**config.mk**
```make
export PLATFORM = sky130hd
export DESIGN_NAME = qdr_port_arbiter
export DESIGN_NICKNAME = d
export VERILOG_FILES = /design/src/rtl/qpa_pkg.sv /design/src/rtl/qpa_grant.sv /design/src/rtl/qpa_history.sv /design/src/rtl/qpa_addr_capture.sv /design/src/rtl/qdr_port_arbiter.sv
export SDC_FILE = /design/constraint.sdc
export NUM_CORES = 1
export LEC_CHECK = 0
export ABC_AREA = 1
export BUFFER_PORTS_ARGS = -buffer_cell sky130_fd_sc_hd__buf_2
export CORE_MARGIN = 2
export CORE_UTILIZATION = 30
export CTS_CLUSTER_SIZE = 16
export DETAILED_ROUTE_END_ITERATION = 10
export HOLD_SLACK_MARGIN = 0.1
export PLACE_DENSITY = 0.55
export SYNTH_ARGS = -nofsm -noshare
export SYNTH_HDL_FRONTEND = slang
export SYNTH_SLANG_ARGS = --single-unit
```
**constraint.sdc**
```tcl
create_clock -name clk -period 3.5 [get_ports clk]
set_clock_uncertainty 0.15 [all_clocks]
set_input_delay 0.525 -clock clk [delete_from_list [all_inputs] [get_ports clk]]
set_output_delay 0.525 -clock clk [all_outputs]
set_load 0.05 [all_outputs]
```
**src/rtl/qpa_pkg.sv**
```systemverilog
package qpa_pkg;

   // Kind of burst that began on the most recent sampling edge
   typedef enum logic [1:0] {
      LAST_NONE = 2'd0,
      LAST_RD   = 2'd1,
      LAST_WR   = 2'd2
   } last_op_e;

   localparam int unsigned NUM_PORTS = 2;
   localparam int unsigned PORT_RD   = 0;
   localparam int unsigned PORT_WR   = 1;

endpackage

```
**src/rtl/qpa_grant.sv**
```systemverilog
module qpa_grant
   import qpa_pkg::*;
(
   input  logic     rd_req,
   input  logic     wr_req,
   input  last_op_e last_op,
   output logic     grant_rd,
   output logic     grant_wr
);

   logic rd_allowed;
   logic wr_allowed;

   // A port that began a two-cycle burst on the previous edge is still busy
   always_comb begin
      rd_allowed = rd_req && (last_op != LAST_RD);
      wr_allowed = wr_req && (last_op != LAST_WR);
   end

   // Collision: read is ahead unless the last start was a read
   always_comb begin
      grant_rd = 1'b0;
      grant_wr = 1'b0;
      unique case (last_op)
         LAST_RD: grant_wr = wr_allowed;
         LAST_WR: grant_rd = rd_allowed;
         default: begin
            grant_rd = rd_allowed;
            grant_wr = wr_allowed && !rd_allowed;
         end
      endcase
   end

   // the two grants never coincide
   always_comb begin
      a_r10_grant_excl: assert (!(grant_rd && grant_wr));
   end

endmodule

```
**src/rtl/qpa_history.sv**
```systemverilog
module qpa_history
   import qpa_pkg::*;
(
   input  logic     clk,
   input  logic     rst_n,
   input  logic     grant_rd,
   input  logic     grant_wr,
   output last_op_e last_op,
   output logic     rd_start,
   output logic     wr_start
);

   last_op_e last_q;

   always_ff @(posedge clk or negedge rst_n) begin
      if (!rst_n)        last_q <= LAST_NONE;
      else if (grant_rd) last_q <= LAST_RD;
      else if (grant_wr) last_q <= LAST_WR;
      else               last_q <= LAST_NONE;
   end

   assign last_op  = last_q;
   assign rd_start = (last_q == LAST_RD);
   assign wr_start = (last_q == LAST_WR);

   // no read start on two consecutive cycles
   a_r4_no_rd_pair: assert property (@(posedge clk) disable iff (!rst_n)
      rd_start |=> !rd_start);

   // no write start on two consecutive cycles
   a_r5_no_wr_pair: assert property (@(posedge clk) disable iff (!rst_n)
      wr_start |=> !wr_start);

endmodule

```
**src/rtl/qpa_addr_capture.sv**
```systemverilog
module qpa_addr_capture #(
   parameter int unsigned W = 20
) (
   input  logic         clk,
   input  logic         rst_n,
   input  logic         take,
   input  logic [W-1:0] bus,
   output logic [W-1:0] held
);

   logic [W-1:0] held_q;

   always_ff @(posedge clk or negedge rst_n) begin
      if (!rst_n)    held_q <= '0;
      else if (take) held_q <= bus;
   end

   assign held = held_q;

   // the held value changes only on the cycle after a capture
   a_r11_hold: assert property (@(posedge clk) disable iff (!rst_n)
      !take |=> $stable(held));

endmodule

```
**src/rtl/qdr_port_arbiter.sv**
```systemverilog
module qdr_port_arbiter
   import qpa_pkg::*;
#(
   parameter int unsigned ADDR_W = 20
) (
   input  logic              clk,
   input  logic              rst_n,
   input  logic              rd_sel_n,
   input  logic              wr_sel_n,
   input  logic [ADDR_W-1:0] addr_in,
   output logic              rd_start,
   output logic              wr_start,
   output logic [ADDR_W-1:0] rd_addr,
   output logic [ADDR_W-1:0] wr_addr
);

   localparam int unsigned AW = ADDR_W;

   initial begin
      a_addr_w_range: assert (AW >= 1 && AW <= 64);
   end

   logic     rd_req;
   logic     wr_req;
   logic     grant_rd;
   logic     grant_wr;
   last_op_e last_op;

   logic [NUM_PORTS-1:0]         take_vec;
   logic [NUM_PORTS-1:0][AW-1:0] held_vec;

   assign rd_req = !rd_sel_n;
   assign wr_req = !wr_sel_n;

   qpa_grant u_grant (
      .rd_req   (rd_req),
      .wr_req   (wr_req),
      .last_op  (last_op),
      .grant_rd (grant_rd),
      .grant_wr (grant_wr)
   );

   qpa_history u_history (
      .clk      (clk),
      .rst_n    (rst_n),
      .grant_rd (grant_rd),
      .grant_wr (grant_wr),
      .last_op  (last_op),
      .rd_start (rd_start),
      .wr_start (wr_start)
   );

   assign take_vec[PORT_RD] = grant_rd;
   assign take_vec[PORT_WR] = grant_wr;

   for (genvar p = 0; p < NUM_PORTS; p++) begin : g_port
      qpa_addr_capture #(.W(AW)) u_cap (
         .clk   (clk),
         .rst_n (rst_n),
         .take  (take_vec[p]),
         .bus   (addr_in),
         .held  (held_vec[p])
      );
   end

   assign rd_addr = held_vec[PORT_RD];
   assign wr_addr = held_vec[PORT_WR];

   // never both start strobes at once
   a_r10_one_start: assert property (@(posedge clk) disable iff (!rst_n)
      $onehot0({rd_start, wr_start}));

   // a read request is taken unless a read just started
   a_r3_rd_taken: assert property (@(posedge clk) disable iff (!rst_n)
      (!rd_sel_n && !rd_start) |=> rd_start);

   // a lone write request is taken unless a write just started
   a_r12_wr_alone: assert property (@(posedge clk) disable iff (!rst_n)
      (!wr_sel_n && rd_sel_n && !wr_start) |=> wr_start);

   // collision right after a read goes to the write
   a_r7_wr_after_rd: assert property (@(posedge clk) disable iff (!rst_n)
      (rd_start && !rd_sel_n && !wr_sel_n) |=> wr_start);

   // collision from idle goes to the read
   a_r6_rd_from_idle: assert property (@(posedge clk) disable iff (!rst_n)
      (!rd_start && !wr_start && !rd_sel_n && !wr_sel_n) |=> (rd_start && !wr_start));

   // captured address equals the bus at the granting edge
   a_r11_rd_addr: assert property (@(posedge clk) disable iff (!rst_n)
      (!rd_sel_n && !rd_start) |=> (rd_addr == $past(addr_in)));

   // with both selects high nothing starts next cycle
   a_r2_idle: assert property (@(posedge clk) disable iff (!rst_n)
      (rd_sel_n && wr_sel_n) |=> (!rd_start && !wr_start));

endmodule

```
# After elaboration in Yosys (flattened, before gate mapping)

Cells that the tools add are included.

Word-level logic and storage cells: 17
Output and inout bits: 42
Bits in registers: 42
Bits of input ports: 24

Reductions and logical operators: 6
Equality and inequality tests: 4
Mux-type cells: 4

Operators by type and width:

| kind                 | number |
|---|---|
| $mux W2              | 2 |
| $logic_and A1 B1 Y1  | 3 |
| $logic_not A1 Y1     | 3 |
| $eq A2 B1 Y1 const B | 1 |
| $eq A2 B2 Y1 const B | 1 |
| $ne A2 B1 Y1 const B | 1 |
| $ne A2 B2 Y1 const B | 1 |
| $pmux W1 S2          | 1 |
| $mux W1              | 1 |

# Depth between registers and ports, before layout

Depth in word-level cells: 7
Gate-level depth with buffers: 9
Gate-level depth less buffers: 8

# Hierarchy

A second synthesis with hierarchy kept.

Cell total of the unflattened synthesis: 196
Area total of the unflattened synthesis: 1,702.9 sq um

By module, submodules not included:

| module           | cells each | seq. area each (sq um) | area each (sq um) | times used |
|---|---|---|---|---|
| qpa_addr_capture | 85         | 500.5                  | 767.0             | 2 |
| qpa_grant        | 16         | 0.0                    | 88.8              | 1 |
| qpa_history      | 8          | 50.0                   | 72.6              | 1 |
| qdr_port_arbiter | 2          | 0.0                    | 7.5               | 1 |

# Least setup slack after synthesis

OpenSTA, ideal clock, no wires.

Path kind: register to register
From: register u_history.last_q[1] (netlist: u_history.last_op[1])
To: register g_port[1].u_cap.held_q[0]
Library setup time: 0.119 ns
Path buffers: 1
Setup slack: 1.766 ns
Period minus slack after synthesis: 1.734 ns
Required time: 3.231 ns
Arrival time: 1.465 ns
Cell stages (with the launch flop): 9
Path through: dfrtp_1 > inv_1 > ha_1 > nor2_4 > nand2_1 > nand2_2 > buf_4 > nand2_1 > nand2_1

Elaborated cells between the ends (all ways): 9
Those cells by class: 4 x eq/ne; 1 x mux; 4 x reduce/logical

RTL lines:

| element                  | line                   | text |
|---|---|---|
| start: declaration       | qpa_history.sv:13      | `last_op_e last_q;` |
| start signal: assignment | qpa_history.sv:16      | `if (!rst_n) last_q <= LAST_NONE;` |
| start signal: assignment | qpa_history.sv:17      | `else if (grant_rd) last_q <= LAST_RD;` |
| start signal: assignment | qpa_history.sv:18      | `else if (grant_wr) last_q <= LAST_WR;` |
| $eq A2 B1 Y1             | --                     |  |
| via rd_start             | qdr_port_arbiter.sv:11 | `output logic rd_start,` |
| $pmux W1 S2              | qpa_grant.sv:24        | `unique case (last_op)` |
| end signal: assignment   | qpa_addr_capture.sv:15 | `else if (take) held_q <= bus;` |
| end: declaration         | qpa_addr_capture.sv:11 | `logic [W-1:0] held_q;` |

The timed path passes the listed nets, and every way through them passes these cells.
A chain may end at the register's enable or synchronous reset.

# Worst setup path in the final report

From: register u_history.last_q[1] (netlist: u_history.last_op[1])
To: output port rd_start

Longest elaborated chain between the ends: 1

RTL lines:

| element          | line                   | text |
|---|---|---|
| $eq A2 B1 Y1     | qpa_history.sv:23      | `assign rd_start = (last_q == LAST_RD);` |
| end: declaration | qdr_port_arbiter.sv:11 |  |

Every way passes these cells.

==> out/summary.md <==
* finished clean — result of the run
* 0.65 ns — Slowest Stage Delay on Critical Path
* 215 — syn nets
* 0 — post-CTS setup buffer count
* 574 um^2 — combined area of the multi-input logic cells
* primary input to async pin — Min-Delay Path Class
* 61.8% — sequential fraction of the synthesis area
* 0 — endpoints failing hold
* 13.3 um — routed length per instance
* 2 — number of buffers on the longest clock path
* sky130_fd_sc_hd__nand2_1 — most common cell after layout, fill and taps aside
* 36.1% — sequential share of power
* 79.3 um — die extent in x
* 48.2% — Net Sw Frac
* 0 — Yosys warning total
* inv_1, ha_1, buf_2 — critical path cell sequence
* 2.82 ns — required time reported for the critical path endpoint
* sky130_fd_sc_hd__ha_1 — slowest stage cell, crit path
* flop — type of element launching the critical path
* 0 — number of slew-limit violations in the final report
* 0 — Post-route DRC
* u_history.last_op[0]$_DFF_PN0_ — startpoint of the worst-slack reg-to-reg timing path
* 0.29 ns — clock insertion delay at the later pin of the skew report
* output pin — endpoint class of the critical path
* 1,450 — routed via count
* sky130_fd_sc_hd__clkbuf_8 — clock root buffer
* 12 — unique cell type count in the Yosys netlist
* no — setup repair after global routing missed its margin
* 1.19 ns — reg-to-reg slack, setup
* 1050 um^2 — sequential cell area in the final layout
* 2 — H-tree lvl count
* 2 — Buf/Inv on CP
* 0.08 ns — post-CTS clock slew at the launch and capture registers of the worst setup and hold paths
* 28.3% — Area growth syn-to-layout
* rd_start — end point of the critical path
* 0 — number of cells upsized or downsized after cts
* 4300 um — DRT Wirelength
* 3 — logic depth of the worst setup path including buffers
* 0 — count of final setup violators
* 5 — cts bufs inserted
* 0 — count of antenna-violating nets left after detailed routing
* sky130_fd_sc_hd__dfrtp_1 (62%), sky130_fd_sc_hd__nand2_1 (18%), sky130_fd_sc_hd__nand3_1 (5.9%), sky130_fd_sc_hd__o21ai_0 (5.9%), sky130_fd_sc_hd__ha_1 (2.2%) — dominant cells by area after synthesis
* 574 — Filler cells
* 4.49 — routed via count divided by cell count
* sky130_fd_sc_hd__nand2_1 (82), sky130_fd_sc_hd__buf_2 (65), sky130_fd_sc_hd__dfrtp_1 (42), sky130_fd_sc_hd__o21ai_0 (20), sky130_fd_sc_hd__nand3_1 (20) — most used cells in the layout excluding fill and tap cells
* 70.6% — Period Utilization, post-route
* 0 — number of hold-repair buffers added at the cts stage
* 0 — Max Cap Violations
* 44.9% — combinational cell fraction of total power
* 61.8% — area fraction of the dominant cell type after synthesis
* 22 — CP Max Fanout
* 188 — gate count of the mapped netlist
* 1,447 — number of global-route vias before repair
* sky130_fd_sc_hd__dfrtp_1 — biggest area consumer among synthesized cells
* 0 — antenna diode instance count
* 42 — Synth Register Bits
* 1.23 nW — Static Leak
* 43 — pin count of the biggest net entering global routing
* 0 ns — final setup TNS
* 19.0% — portion of total power attributed to the clock network
* 405 MHz — Max Clk Rate
* g_port[1].u_cap.held[9]$_DFFE_PN0P_ — reg-to-reg critical path endpoint
* 0 — antenna violations before repair
* 39.6% — core occupancy in the finished layout
* 352 uV — peak supply drop
* 36.7% — Max-slew headroom
* 4 — DRT Pass-1 Iters
* 1.79 ns — CP arrival
* 30.9% — effective utilization at floorplan
* 0.708 — RD Place Congestion
* 6 — logic depth of the worst register-to-register path
* 42 — total number of clock tree sinks
* 27 — number of rows in the core area
* 1700 um^2 — Netlist Area Pre-Place
* 66 — I/O pin total
* 51 — number of DRC violations after detailed-routing iteration 0
* 9.04 um^2 — mean instance size in the synthesized netlist
* 0 — global-route congestion overflow total
* 14.8% — Total Routing Usage GR
* 0.987 mW — internal power contribution
* flop to output pin — critical path start-end classification
* 5510 um^2 — core region area
* adder cells — CP delay by family, top
* 6290 um^2 — die outline area
* 0.227 ns — worst hold slack after final layout
* 1.90 mW — PnR Total Power
* 2.47 ns — minimum clock period
* 315 — instance count after placement with tap cells included
* 2960 um — DPL Wire Length
* u_history.last_op[1]$_DFF_PN0_ — worst setup path startpoint
* 277 — total number of nets in the final design
* 873 nW/um^2 — power per standard cell area
* 323 — Non-Filler Instances
* 79.3 um — Die Height
* 7110 um — first-pass GRT wire length
* 0.918 mW — net switching component of the power
* 65 — Port-buffer cells
* 30.7% — layout cell share with drive strength beyond 1
* 0.949 ns — Slew @ Worst Pin
* yes — clock tree from TritonCTS
## sequential cells by signal, summed over array words and instances (netlist names)
register	cells
u_history.last_op	2
g_port.u_cap.held	40
## synthesized netlist by cell type
cell / number
sky130_fd_sc_hd__nor2_4: 1
sky130_fd_sc_hd__o21ai_0: 20
sky130_fd_sc_hd__inv_1: 4
sky130_fd_sc_hd__buf_4: 2
sky130_fd_sc_hd__dfrtp_1: 42
sky130_fd_sc_hd__ha_1: 3
sky130_fd_sc_hd__nand2_1: 82
sky130_fd_sc_hd__nand3_1: 20
sky130_fd_sc_hd__nor2_1: 3
sky130_fd_sc_hd__clkbuf_1: 4
sky130_fd_sc_hd__buf_2: 6
sky130_fd_sc_hd__nand2_2: 1
## area by class of cell
| class | count | area share (%) |
|---|---|---|
| multi-input cells | 130 | 26.3 |
| inverters | 4 | 0.688 |
| flip-flops and latches | 42 | 48.2 |
| clock buffers | 8 | 5.05 |
| well taps | 72 | 4.13 |
| repair buffers | 67 | 15.6 |
## worst reg2reg max path: cells and delay by family, from the launching register on
family                     cells  cell delay (ns)
adders and majority gates      1             0.47
DFF                            1             0.40
and+or+nand+nor                5             1.23
## power groups by stage
| stage | clock network, mW | logic (mW) | registers (mW) |
|---|---|---|---|
| after floorplan | 0 | 0.184 | 1.16 |
| after CTS | 0.375 | 0.864 | 0.690 |
| after detailed placement | 0 | 0.863 | 0.698 |
| after global placement | 0 | 0.856 | 0.697 |
| final | 0.363 | 0.855 | 0.687 |
| after global routing | 0.396 | 0.910 | 0.703 |
## per-stage QoR
stage | instance area (um^2) | worst slack (ns)
after floorplan | 1700 | 1.77
after global placement | 2070 | 1.26
after detailed placement | 2070 | 1.19
after CTS | 2180 | 1.02
after global routing | 2180 | 0.920
final | 2180 | 1.03
## logic make-up (layout without fill, tap and decap cells)
kind of cell | after synthesis | in the layout | share of synthesized area [%]
AOI/OAI and AO/OA | 20 | 20 | 5.89
adders and majority gates | 3 | 3 | 2.21
buffers and inverters | 16 | 79 | 4.41
DFF | 42 | 42 | 61.8
and+or+nand+nor | 107 | 107 | 25.7
## layer usage
layer  up-vias  track usage (%)  wire, um
met2        58             23.8      1950
li1        718                -         -
met1       670             18.3      1940
met4         0             3.62        23
met3         4             6.25       390
met5         -                0         0
## how the worst min path moves through the flow
| stage | endpoint | depth (start not counted) | from |
|---|---|---|---|
| floorplan | g_port[0].u_cap.held[0]$_DFFE_PN0P_ | 0 | rst_n |
| global placement | g_port[1].u_cap.held[5]$_DFFE_PN0P_ | 2 | g_port[1].u_cap.held[5]$_DFFE_PN0P_ |
| detailed placement | g_port[1].u_cap.held[5]$_DFFE_PN0P_ | 2 | g_port[1].u_cap.held[5]$_DFFE_PN0P_ |
| CTS | g_port[1].u_cap.held[9]$_DFFE_PN0P_ | 1 | rst_n |
| global route | g_port[1].u_cap.held[19]$_DFFE_PN0P_ | 1 | rst_n |
| finish | g_port[1].u_cap.held[19]$_DFFE_PN0P_ | 1 | rst_n |
Power figures use the tool's default switching activity.
